<file path="src/rtl/async_rx_pkg.sv">
package async_rx_pkg;

   // Per-character error flags, packed so that {brk, par, frm} lands in entry bits 10:8.
   typedef struct packed {
      logic brk;
      logic par;
      logic frm;
   } rx_err_t;

   typedef enum logic [2:0] {
      RX_IDLE  = 3'd0,
      RX_START = 3'd1,
      RX_DATA  = 3'd2,
      RX_PAR   = 3'd3,
      RX_STOP  = 3'd4,
      RX_HOLD  = 3'd5
   } rx_state_e;

   localparam int unsigned FLAG_BITS = 4;

endpackage

</file>
<file path="src/rtl/async_rx_sync.sv">
module async_rx_sync #(
   parameter int   STAGES    = 2,
   parameter logic RESET_VAL = 1'b1
) (
   input  logic clk,
   input  logic rst_n,
   input  logic d,
   output logic q
);

   generate
      if (STAGES < 2) begin : g_stage_chk
         $error("async_rx_sync: STAGES must be at least 2");
      end
   endgenerate

   logic [STAGES-1:0] chain_q;

   generate
      for (genvar s = 0; s < STAGES; s++) begin : g_stage
         if (s == 0) begin : g_first
            always_ff @(posedge clk or negedge rst_n) begin
               if (!rst_n) chain_q[s] <= RESET_VAL;
               else        chain_q[s] <= d;
            end
         end else begin : g_next
            always_ff @(posedge clk or negedge rst_n) begin
               if (!rst_n) chain_q[s] <= RESET_VAL;
               else        chain_q[s] <= chain_q[s-1];
            end
         end
      end
   endgenerate

   assign q = chain_q[STAGES-1];

endmodule

</file>
<file path="src/rtl/async_rx_deser.sv">
module async_rx_deser
   import async_rx_pkg::*;
#(
   parameter int DATA_W     = 8,
   parameter int LEN_W      = 2,
   parameter bit HAS_PARITY = 1'b1
) (
   input  logic              clk,
   input  logic              rst_n,
   input  logic              tick,
   input  logic              rx,
   input  logic [LEN_W-1:0]  cfg_len,
   input  logic              par_en,
   input  logic              par_even,
   input  logic              par_stick,
   output logic              chr_valid,
   output logic [DATA_W-1:0] chr_data,
   output rx_err_t           chr_err
);

   localparam int MIN_LEN = DATA_W - (1 << LEN_W) + 1;
   localparam int IDX_W   = (DATA_W > 1) ? $clog2(DATA_W) : 1;
   localparam int NB_W    = IDX_W + 1;
   localparam logic [3:0] MID_TICK = 4'd7;
   localparam logic [3:0] END_TICK = 4'd15;

   generate
      if (MIN_LEN < 1) begin : g_len_chk
         $error("async_rx_deser: DATA_W too small for LEN_W length codes");
      end
   endgenerate

   // Parity support is optional; without it the parity state is never entered.
   logic par_use;
   generate
      if (HAS_PARITY) begin : g_par
         assign par_use = par_en;
      end else begin : g_nopar
         assign par_use = 1'b0;
      end
   endgenerate

   rx_state_e         state_q;
   logic [3:0]        tcnt_q;
   logic [IDX_W-1:0]  bidx_q;
   logic [DATA_W-1:0] shreg_q;
   logic              acc_q;
   logic              pbit_q;

   logic [NB_W-1:0]   nbits;
   logic [IDX_W-1:0]  last_idx;
   logic [NB_W-1:0]   align;
   logic              exp_par;
   logic              is_break;

   assign nbits    = NB_W'(MIN_LEN) + NB_W'(cfg_len);
   assign last_idx = IDX_W'(nbits - 1'b1);
   assign align    = NB_W'(DATA_W) - nbits;
   assign exp_par  = par_stick ? ~par_even : (par_even ? acc_q : ~acc_q);
   assign is_break = (shreg_q == '0) && !(par_use && pbit_q) && !rx;

   always_ff @(posedge clk or negedge rst_n) begin
      if (!rst_n) begin
         state_q   <= RX_IDLE;
         tcnt_q    <= '0;
         bidx_q    <= '0;
         shreg_q   <= '0;
         acc_q     <= 1'b0;
         pbit_q    <= 1'b0;
         chr_valid <= 1'b0;
         chr_data  <= '0;
         chr_err   <= '0;
      end else begin
         chr_valid <= 1'b0;
         if (tick) begin
            unique case (state_q)
               RX_IDLE: begin
                  if (!rx) begin
                     state_q <= RX_START;
                     tcnt_q  <= 4'd1;
                  end
               end
               RX_START: begin
                  if (tcnt_q == MID_TICK) begin
                     tcnt_q <= '0;
                     if (!rx) begin
                        state_q <= RX_DATA;
                        bidx_q  <= '0;
                        shreg_q <= '0;
                        acc_q   <= 1'b0;
                        pbit_q  <= 1'b0;
                     end else begin
                        state_q <= RX_IDLE;
                     end
                  end else begin
                     tcnt_q <= tcnt_q + 4'd1;
                  end
               end
               RX_DATA: begin
                  if (tcnt_q == END_TICK) begin
                     tcnt_q  <= '0;
                     shreg_q <= {rx, shreg_q[DATA_W-1:1]};
                     acc_q   <= acc_q ^ rx;
                     if (bidx_q == last_idx) begin
                        state_q <= par_use ? RX_PAR : RX_STOP;
                     end else begin
                        bidx_q <= bidx_q + 1'b1;
                     end
                  end else begin
                     tcnt_q <= tcnt_q + 4'd1;
                  end
               end
               RX_PAR: begin
                  if (tcnt_q == END_TICK) begin
                     tcnt_q  <= '0;
                     pbit_q  <= rx;
                     state_q <= RX_STOP;
                  end else begin
                     tcnt_q <= tcnt_q + 4'd1;
                  end
               end
               RX_STOP: begin
                  if (tcnt_q == END_TICK) begin
                     tcnt_q      <= '0;
                     chr_valid   <= 1'b1;
                     chr_data    <= shreg_q >> align;
                     chr_err.frm <= !rx;
                     chr_err.par <= par_use && (pbit_q != exp_par);
                     chr_err.brk <= is_break;
                     state_q     <= is_break ? RX_HOLD : RX_IDLE;
                  end else begin
                     tcnt_q <= tcnt_q + 4'd1;
                  end
               end
               RX_HOLD: begin
                  if (rx) state_q <= RX_IDLE;
               end
               default: state_q <= RX_IDLE;
            endcase
         end
      end
   end

endmodule

</file>
<file path="src/rtl/async_rx_fifo.sv">
module async_rx_fifo
   import async_rx_pkg::*;
#(
   parameter int DATA_W = 8,
   parameter int DEPTH  = 16
) (
   input  logic                          clk,
   input  logic                          rst_n,
   input  logic                          push,
   input  logic [DATA_W-1:0]             push_data,
   input  rx_err_t                       push_err,
   input  logic                          pop,
   output logic [DATA_W+FLAG_BITS-1:0]   rd_data,
   output logic                          rd_valid,
   output logic [$clog2(DEPTH+1)-1:0]    level
);

   localparam int W     = DATA_W + FLAG_BITS;
   localparam int AW    = (DEPTH > 1) ? $clog2(DEPTH) : 1;
   localparam int LVL_W = $clog2(DEPTH + 1);

   generate
      if (DEPTH < 2) begin : g_depth_chk
         $error("async_rx_fifo: DEPTH must be at least 2");
      end
   endgenerate

   logic [W-1:0]     mem [DEPTH];
   logic [AW-1:0]    wr_q, rd_q, wr_nxt, rd_nxt;
   logic [LVL_W-1:0] lvl_q;
   logic             ovr_q;
   logic             full, do_push, do_pop;

   // Power-of-two depths wrap for free; other depths compare against the last slot.
   generate
      if ((DEPTH & (DEPTH - 1)) == 0) begin : g_wrap_free
         assign wr_nxt = wr_q + 1'b1;
         assign rd_nxt = rd_q + 1'b1;
      end else begin : g_wrap_cmp
         assign wr_nxt = (wr_q == AW'(DEPTH - 1)) ? '0 : wr_q + 1'b1;
         assign rd_nxt = (rd_q == AW'(DEPTH - 1)) ? '0 : rd_q + 1'b1;
      end
   endgenerate

   assign full    = (lvl_q == LVL_W'(DEPTH));
   assign do_push = push && !full;
   assign do_pop  = pop && (lvl_q != '0);

   always_ff @(posedge clk) begin
      if (do_push) mem[wr_q] <= {ovr_q, push_err, push_data};
   end

   always_ff @(posedge clk or negedge rst_n) begin
      if (!rst_n) begin
         wr_q  <= '0;
         rd_q  <= '0;
         lvl_q <= '0;
         ovr_q <= 1'b0;
      end else begin
         if (do_push) wr_q <= wr_nxt;
         if (do_pop)  rd_q <= rd_nxt;
         lvl_q <= lvl_q + LVL_W'(do_push) - LVL_W'(do_pop);
         if (push && full)  ovr_q <= 1'b1;
         else if (do_push)  ovr_q <= 1'b0;
      end
   end

   assign rd_data  = mem[rd_q];
   assign rd_valid = (lvl_q != '0);
   assign level    = lvl_q;

endmodule

</file>
<file path="src/rtl/async_rx_core.sv">
module async_rx_core
   import async_rx_pkg::*;
#(
   parameter int DATA_W      = 8,
   parameter int LEN_W       = 2,
   parameter int DEPTH       = 16,
   parameter int SYNC_STAGES = 2,
   parameter bit HAS_PARITY  = 1'b1
) (
   input  logic                         clk,
   input  logic                         rst_n,
   input  logic                         tick16,
   input  logic                         rxd,
   input  logic [LEN_W-1:0]             cfg_len,
   input  logic                         cfg_par_en,
   input  logic                         cfg_par_even,
   input  logic                         cfg_par_stick,
   input  logic                         rts_en,
   input  logic [$clog2(DEPTH+1)-1:0]   rts_wm,
   input  logic                         rd_en,
   output logic                         rd_valid,
   output logic [DATA_W+FLAG_BITS-1:0]  rd_data,
   output logic [$clog2(DEPTH+1)-1:0]   level,
   output logic                         rts_n
);

   logic              rx_s;
   logic              chr_valid;
   logic [DATA_W-1:0] chr_data;
   rx_err_t           chr_err;

   async_rx_sync #(
      .STAGES    (SYNC_STAGES),
      .RESET_VAL (1'b1)
   ) u_sync (
      .clk   (clk),
      .rst_n (rst_n),
      .d     (rxd),
      .q     (rx_s)
   );

   async_rx_deser #(
      .DATA_W     (DATA_W),
      .LEN_W      (LEN_W),
      .HAS_PARITY (HAS_PARITY)
   ) u_deser (
      .clk       (clk),
      .rst_n     (rst_n),
      .tick      (tick16),
      .rx        (rx_s),
      .cfg_len   (cfg_len),
      .par_en    (cfg_par_en),
      .par_even  (cfg_par_even),
      .par_stick (cfg_par_stick),
      .chr_valid (chr_valid),
      .chr_data  (chr_data),
      .chr_err   (chr_err)
   );

   async_rx_fifo #(
      .DATA_W (DATA_W),
      .DEPTH  (DEPTH)
   ) u_fifo (
      .clk       (clk),
      .rst_n     (rst_n),
      .push      (chr_valid),
      .push_data (chr_data),
      .push_err  (chr_err),
      .pop       (rd_en),
      .rd_data   (rd_data),
      .rd_valid  (rd_valid),
      .level     (level)
   );

   assign rts_n = rts_en & (level >= rts_wm);

endmodule

</file>
<file path="config.mk">
export PLATFORM = sky130hd
export DESIGN_NAME = async_rx_core
export DESIGN_NICKNAME = d
export VERILOG_FILES = /design/src/rtl/async_rx_pkg.sv /design/src/rtl/async_rx_sync.sv /design/src/rtl/async_rx_deser.sv /design/src/rtl/async_rx_fifo.sv /design/src/rtl/async_rx_core.sv
export SDC_FILE = /design/constraint.sdc
export NUM_CORES = 1
export LEC_CHECK = 0
export BUFFER_PORTS_ARGS = -buffer_cell sky130_fd_sc_hd__buf_2
export CORE_MARGIN = 2
export CORE_UTILIZATION = 30
export DETAILED_ROUTE_END_ITERATION = 10
export PLACE_DENSITY = 0.51
export SLEW_MARGIN = 15
export SYNTH_ARGS = -nofsm -noshare
export SYNTH_HDL_FRONTEND = slang
export SYNTH_SLANG_ARGS = --single-unit
</file>
<file path="constraint.sdc">
create_clock -name clk -period 2.75 [get_ports clk]
set_clock_uncertainty 0.2 [all_clocks]
set_input_delay 0.275 -clock clk [delete_from_list [all_inputs] [get_ports clk]]
set_output_delay 0.275 -clock clk [all_outputs]
set_load 0.01 [all_outputs]
</file>
==> results.sh, run 1 <==
export IMPL_worst_case_register_to_register_setup_slack_ns=0.27
export IMPL_ys_async_sr_fraction_pct=20.0
export IMPL_met1Wirelength_um=9770
export IMPL_number_of_global_route_vias_before_repair=5637
export IMPL_synth_avg_cell_area_um2=17.7
export IMPL_hold_path_class="input port to flop"
export IMPL_clock_path_buffers=3
export IMPL_hold_path_end="u_fifo.rd_q[0]"
export IMPL_timing_final_setup_violations=12
export IMPL_max_cap_violations=0
export IMPL_worst_setup_path_start_kind="flop"
export IMPL_tritoncts="done"
export IMPL_core_area_um2=32700
export IMPL_most_common_layout_cells="192 x edfxtp_1, 60 x mux4_2, 44 x dfrtp_1"
export IMPL_post_route_min_period_ns=2.91
export IMPL_finalCritPeriodShare_pct=106
export IMPL_max_vdd_ir_drop_mv=0.473
export IMPL_grt_ovfl_total=0
export IMPL_ios=35
export IMPL_htreeDepth=1
export IMPL_critical_path_arrival_ns=2.44
export IMPL_netlist_cell_type_count=50
export IMPL_finalHoldWorstSlack_ns=0.0398
export IMPL_hold_viol_final=0
export IMPL_dpl_worst_slack_ns=0.199
export IMPL_vias=5303
export IMPL_dp_final_hpwl_um=14100
export IMPL_hold_path_startpoint="rd_en"
export IMPL_route_final_wire_length_um=22100
export IMPL_route_detailed_drc=0
export IMPL_grt_util_all_layers_pct=12.6
export IMPL_met3WireLength_um=872
export IMPL_clock_fmax_ghz=0.344
export IMPL_synth_yosys_seq_area_share_pct=69.6
export IMPL_antenna_violating_nets_post_route=0
export IMPL_dieArea_um2=34900
export IMPL_violations_in_the_final_reports="setup timing"
export IMPL_fraction_of_layout_instances_using_a_drive_strength_above_1_pct=29.4
export IMPL_synth_cells=566
export IMPL_timing_critical_path_required_ns=2.28
export IMPL_timing_final_max_slew_violations=0
export IMPL_syn2layout_area_growth_pct=19.9
export IMPL_numCtsBuffers=26
export IMPL_r2r_start="u_fifo.level[2]"
export IMPL_routabilityCongestion=0.782
export IMPL_die_height_um=187
export IMPL_start_util_pct=30.6
export IMPL_drtPass1Iterations=5
export IMPL_wl_met2_um=11000
export IMPL_grt_first_pass_wirelength_um=33800
export IMPL_critical_path_type="flop to output pin"
export IMPL_remaining_max_slew_budget_at_the_tightest_pin_pct=39.6
export IMPL_rows=66
export IMPL_setup_worst_path_end_class="output pin"
export IMPL_synth_edff_count=192
export IMPL_crit_reg2reg_capture="u_fifo.level[4]"
export IMPL_dr_max_layer_used="met4"
export IMPL_detail_route_wl_per_cell_um=19.9
export IMPL_maximum_number_of_pins_on_one_net_before_global_route_repair=40
export IMPL_run_status="finished, violations left"
export IMPL_power_density_nw_per_um2=864
export IMPL_nets_final=686
export IMPL_yosys_reg_bits=240
export IMPL_cts_root_buffer_cell="clkbuf_16"
export IMPL_rsz0062_at_grt="true"
export IMPL_final_setup_worst_slack_ns=-0.161
export IMPL_leakage_nw=4.63
export IMPL_worst_slew_pin_slew_ns=0.907
export IMPL_post_synth_instance_area_um2=10000
export IMPL_synthesis_yosys_warnings=0
export IMPL_path_max_fanout=6
export IMPL_worst_setup_hold_path_clk_slew_ns=0.06
export IMPL_worstSkewPairLatency_ns=0.52
export IMPL_dr_first_iter_drc_count=369
export IMPL_cell_depth_of_the_worst_flop_to_flop_path=14
export IMPL_antenna_found_initial=0
export IMPL_n_antenna_cell=0
export IMPL_ys_flop_type="edfxtp_1"
export IMPL_cts_sinks=240
export IMPL_routed_via_density=4.77
export IMPL_synthesized_net_count=601
export IMPL_layout_cells_most_common="edfxtp_1"
export IMPL_buffer_ports_inserted=34
export IMPL_worst_hold_path_num_cells=4
export IMPL_floorplan_die_width_um=187
## where the power goes
part | total, mW | switching, mW | internal, mW
registers | 4.42 | 0.298 | 4.12
logic | 2.76 | 1.34 | 1.41
clock network | 3.19 | 1.42 | 1.77
total | 10.4 | 3.06 | 7.31
## cell type report
class | count | area (um2)
Clock buffer | 32 | 683
Fill cell | 3104 | 20700
Sequential cell | 240 | 6970
Tap cell | 442 | 553
Inverter | 22 | 82.6
Multi-Input combinational cell | 279 | 2850
Timing Repair Buffer | 82 | 764
Clock inverter | 15 | 100
## metrics by stage
stage	area (um2)	utilization, %	TNS (ns)	std cells	power [mW]
after floorplan	10000	-	0	566	6.22
after global placement	11000	33.6	0	1051	6.97
after detailed placement	11000	33.6	0	1051	7.05
after CTS	11900	36.3	-1.93	1106	10.3
after global routing	12000	36.7	-2.40	1112	10.9
final	12000	36.7	-1.69	1112	10.4
## timing repair
action | 4_1_cts | 5_1_grt
gates resized for setup | 5 | 5
cloned | 0 | 3
buffers inserted | 1 | 3
setup endpoints to repair | 12 | 13
hold endpoints to repair | 42 | 0
hold buffers | 7 | 0
## how the worst max path moves through the flow
stage / from / end / slack, ns / cells past startpoint
after detailed placement: u_fifo.level[2] / u_fifo.level[4] / 0.20 / 14
final: u_fifo.rd_q[0] / rd_data[9] / -0.16 / 5
after global placement: u_fifo.level[2] / u_fifo.level[4] / 0.24 / 14
after global routing: u_fifo.rd_q[0] / rd_data[3] / -0.23 / 5
after floorplan: u_fifo.level[2] / u_fifo.level[4] / 0.05 / 15
after CTS: u_fifo.rd_q[0] / rd_data[11] / -0.20 / 4
## sequential cells by signal, summed over array words and instances, names as in the netlist, 3 cells and up
signal            cells
u_deser.chr_err       3
u_deser.state_q       3
u_deser.tcnt_q        4
u_fifo.mem          192
u_deser.chr_data      8
u_fifo.rd_q           4
u_deser.bidx_q        3
u_deser.shreg_q       8
u_fifo.wr_q           4
u_fifo.level          5
## cells by family after synthesis
| group | synth area share (%) |
|---|---|
| buffers and inverters | 1.97 |
| AOI/OAI and AO/OA | 3.25 |
| xor gates and xnor gates | 1.31 |
| muxes | 15.5 |
| and+or+nand+nor | 5.90 |
| DFF | 69.6 |
| adders and majority gates | 2.45 |
## critical path: stages (launching register included)
cell and delay (ns):
dfrtp_4 0.45, buf_4 0.16, buf_8 0.14, mux4_2 0.52
mux4_2 0.48, buf_2 0.16
## cells in the mapped netlist, types with 10 or more instances
master    number  area share, %
edfxtp_1     192             58
mux4_2        60             13
dfrtp_1       46             11
nand2_1       39            1.5
o21ai_0       25            1.2
inv_1         21           0.79
and2_1        18            1.1
ha_1          18            2.2
nor2_1        14           0.52
a21oi_1       13           0.65
clkbuf_1      12           0.45
xnor2_1       12            1.0
mux2_2        10            1.1
## routing by layer
metal / track usage, % / vias up
met5: 0 / -
met4: 2.69 / 0
met3: 1.69 / 30
met2: 21.6 / 119
met1: 17.2 / 2759
li1: - / 2395
Power figures use the tool's default switching activity.
==> run 2: changes to the inputs <==
PLACE_DENSITY = 0.53   (was 0.51)
clock period = 2.6 ns   (was 2.75 ns; I/O delays follow)
==> results.sh, run 2 (synthesis gave the netlist of run 1 again) <==
export IMPL_run_status="finished, violations left"
export IMPL_clock_fmax_ghz=0.347
export IMPL_most_common_layout_cells="192 x edfxtp_1, 60 x mux4_2, 44 x dfrtp_1"
export IMPL_grt_ovfl_total=0
export IMPL_worst_slew_pin_slew_ns=0.721
export IMPL_start_util_pct=30.6
export IMPL_p_switching_mw=3.24
export IMPL_antenna_violating_nets_post_route=0
export IMPL_worst_path_dominant_cell_family="multiplexers"
export IMPL_startpoint="u_fifo.rd_q[0]"
export IMPL_fillCellCount=3106
export IMPL_syn2layout_area_growth_pct=19.5
export IMPL_timing_critical_path_depth=5
export IMPL_stdcell_count=1111
export IMPL_cts_root_buffer_cell="clkbuf_16"
export IMPL_met3WireLength_um=773
export IMPL_r2r_start="u_fifo.level[2]"
export IMPL_dpl_worst_slack_ns=0.0550
export IMPL_antenna_found_initial=0
export IMPL_met1Wirelength_um=9900
export IMPL_vias=5276
export IMPL_timing_critical_path_required_ns=2.14
export IMPL_fraction_of_layout_instances_using_a_drive_strength_above_1_pct=31.1
export IMPL_dp_final_hpwl_um=13000
export IMPL_core_area_um2=32700
export IMPL_layout_cells_most_common="edfxtp_1"
export IMPL_buffer_ports_inserted=34
export IMPL_power_density_nw_per_um2=920
export IMPL_power_switching_share_pct=29.4
export IMPL_crit_reg2reg_capture="u_fifo.level[4]"
export IMPL_timing_final_setup_violations=12
export IMPL_number_of_global_route_vias_before_repair=5641
export IMPL_grt_util_all_layers_pct=12.4
export IMPL_die_height_um=187
export IMPL_worst_setup_hold_path_clk_slew_ns=0.06
export IMPL_htreeDepth=1
export IMPL_violations_in_the_final_reports="setup timing"
export IMPL_tritoncts="done"
export IMPL_grt_first_pass_wirelength_um=33600
export IMPL_route_final_wire_length_um=21700
export IMPL_post_route_min_period_ns=2.89
export IMPL_most_used_cell_cp="mux4_2"
export IMPL_wl_met2_um=10600
export IMPL_floorplan_die_width_um=187
export IMPL_p_int_mw=7.77
export IMPL_ios=35
export IMPL_cell_depth_of_the_worst_flop_to_flop_path=14
export IMPL_critical_path_cell_chain="buf_4 > buf_12 > mux4_2 > mux4_2 > buf_6"
export IMPL_routed_via_density=4.75
export IMPL_rows=66
export IMPL_final_setup_worst_slack_ns=-0.286
export IMPL_worstSkewPairLatency_ns=0.53
export IMPL_nets_final=685
export IMPL_dr_max_layer_used="met4"
export IMPL_numCtsBuffers=25
export IMPL_cp_endpoint="rd_data[11]"
export IMPL_max_cap_violations=0
export IMPL_max_vdd_ir_drop_mv=0.644
export IMPL_rsz0062_at_grt="true"
export IMPL_timing_critical_path_slowest_stage_cell="dfrtp_4"
export IMPL_dieArea_um2=34900
export IMPL_worst_case_register_to_register_setup_slack_ns=0.18
export IMPL_n_antenna_cell=0
export IMPL_worst_setup_path_start_kind="flop"
export IMPL_timing_final_max_slew_violations=0
export IMPL_dr_first_iter_drc_count=283
export IMPL_delay_of_the_slowest_cell_on_the_worst_path_ns=0.51
export IMPL_finalCritPeriodShare_pct=111
export IMPL_register_with_the_highest_flop_count="u_fifo.mem"
export IMPL_detail_route_wl_per_cell_um=19.5
export IMPL_share_of_total_power_in_sequential_cells_pct=42.0
export IMPL_timing_critical_path_buf_inv=3
export IMPL_clock_power_share_pct=30.9
export IMPL_critical_path_type="flop to output pin"
export IMPL_cts_sinks=240
export IMPL_critical_path_arrival_ns=2.43
export IMPL_total_placed_cells_including_tap_cells=1050
export IMPL_hold_path_class="input port to asynchronous set/reset pin"
export IMPL_comb_power_share_pct=27.0
export IMPL_tns_ns=-2.98
export IMPL_maximum_number_of_pins_on_one_net_before_global_route_repair=52
export IMPL_route_detailed_drc=0
export IMPL_drtPass1Iterations=6
export IMPL_routabilityCongestion=0.764
export IMPL_postLayoutCoreUtil_pct=36.6
export IMPL_path_max_fanout=9
export IMPL_remaining_max_slew_budget_at_the_tightest_pin_pct=51.8
export IMPL_leakage_nw=4.61
export IMPL_largestRegisters="u_fifo.mem: 192 flops, u_deser.chr_data: 8 flops, u_deser.shreg_q: 8 flops"
export IMPL_setup_worst_path_end_class="output pin"
export IMPL_hold_viol_final=0
export IMPL_clock_path_buffers=3
export IMPL_largest_reg_flops=192
-- run 2: final cells by class --
cell class	count	area, um2	share of cell area [%]
multi-input combinational	279	2890	24.2
clock inverter	15	121	1.01
inverter	22	88.8	0.742
tap	442	553	4.62
sequential	240	6970	58.3
timing repair buffer	82	679	5.68
clock buffer	31	658	5.50
-- run 2: worst min-delay path by stage --
| stage | end | cells after the start | from |
|---|---|---|---|
| 2_1_floorplan | u_deser.acc_q | 0 | rst_n |
| 3_3_place_gp | u_deser.shreg_q[7] | 1 | rst_n |
| 3_5_place_dp | u_deser.shreg_q[5] | 1 | rst_n |
| 4_1_cts | u_fifo.rd_q[0] | 4 | rd_en |
| 5_1_grt | u_deser.chr_data[1] | 3 | rst_n |
| 6_report | u_fifo.rd_q[0] | 3 | rst_n |
-- run 2: power groups by stage --
stage,Combinational (mW),Clock [mW],Sequential (mW)
final,2.98,3.41,4.63
after floorplan,1.96,0,4.64
after detailed placement,2.75,0,4.70
after global placement,2.68,0,4.68
after CTS,2.96,3.49,4.62
after global routing,3.27,3.62,4.66
-- run 2: worst reg2reg max path, cell delays in order, from the launching register on --
cell and delay (ns):
dfrtp_1 0.42, inv_2 0.10, ha_4 0.13, nand3b_1 0.11, and2_4 0.20, ha_4 0.22, inv_4 0.06, ha_4 0.13
inv_2 0.04, fa_2 0.34, inv_1 0.06, a21oi_1 0.06, nor2_1 0.09, nor2_1 0.06, xnor2_1 0.12
-- run 2: timing repair --
action,CTS,global route
gates cloned,2,0
gates resized for setup,11,9
hold buffers,8,0
setup buffers,2,3
setup endpoints to repair,13,14
endpoints found under the hold margin,53,0
pin swaps,0,5
-- run 2: per-layer routing --
metal / GRT usage [%] / vias to the layer above
li1: - / 2383
met1: 17.3 / 2775
met2: 20.6 / 89
met3: 2.07 / 29
met4: 2.75 / 0
met5: 0 / -
-- run 2: per-stage QoR --
step | power, mW | instance area [um2] | hold slack, ns
2_1_floorplan | 6.61 | 10100 | -0.236
5_1_grt | 11.6 | 12000 | 0.104
4_1_cts | 11.1 | 11900 | 0.0732
6_report | 11.0 | 12000 | 0.0956
3_3_place_gp | 7.35 | 10900 | 0.00128
3_5_place_dp | 7.45 | 10900 | 0.0105
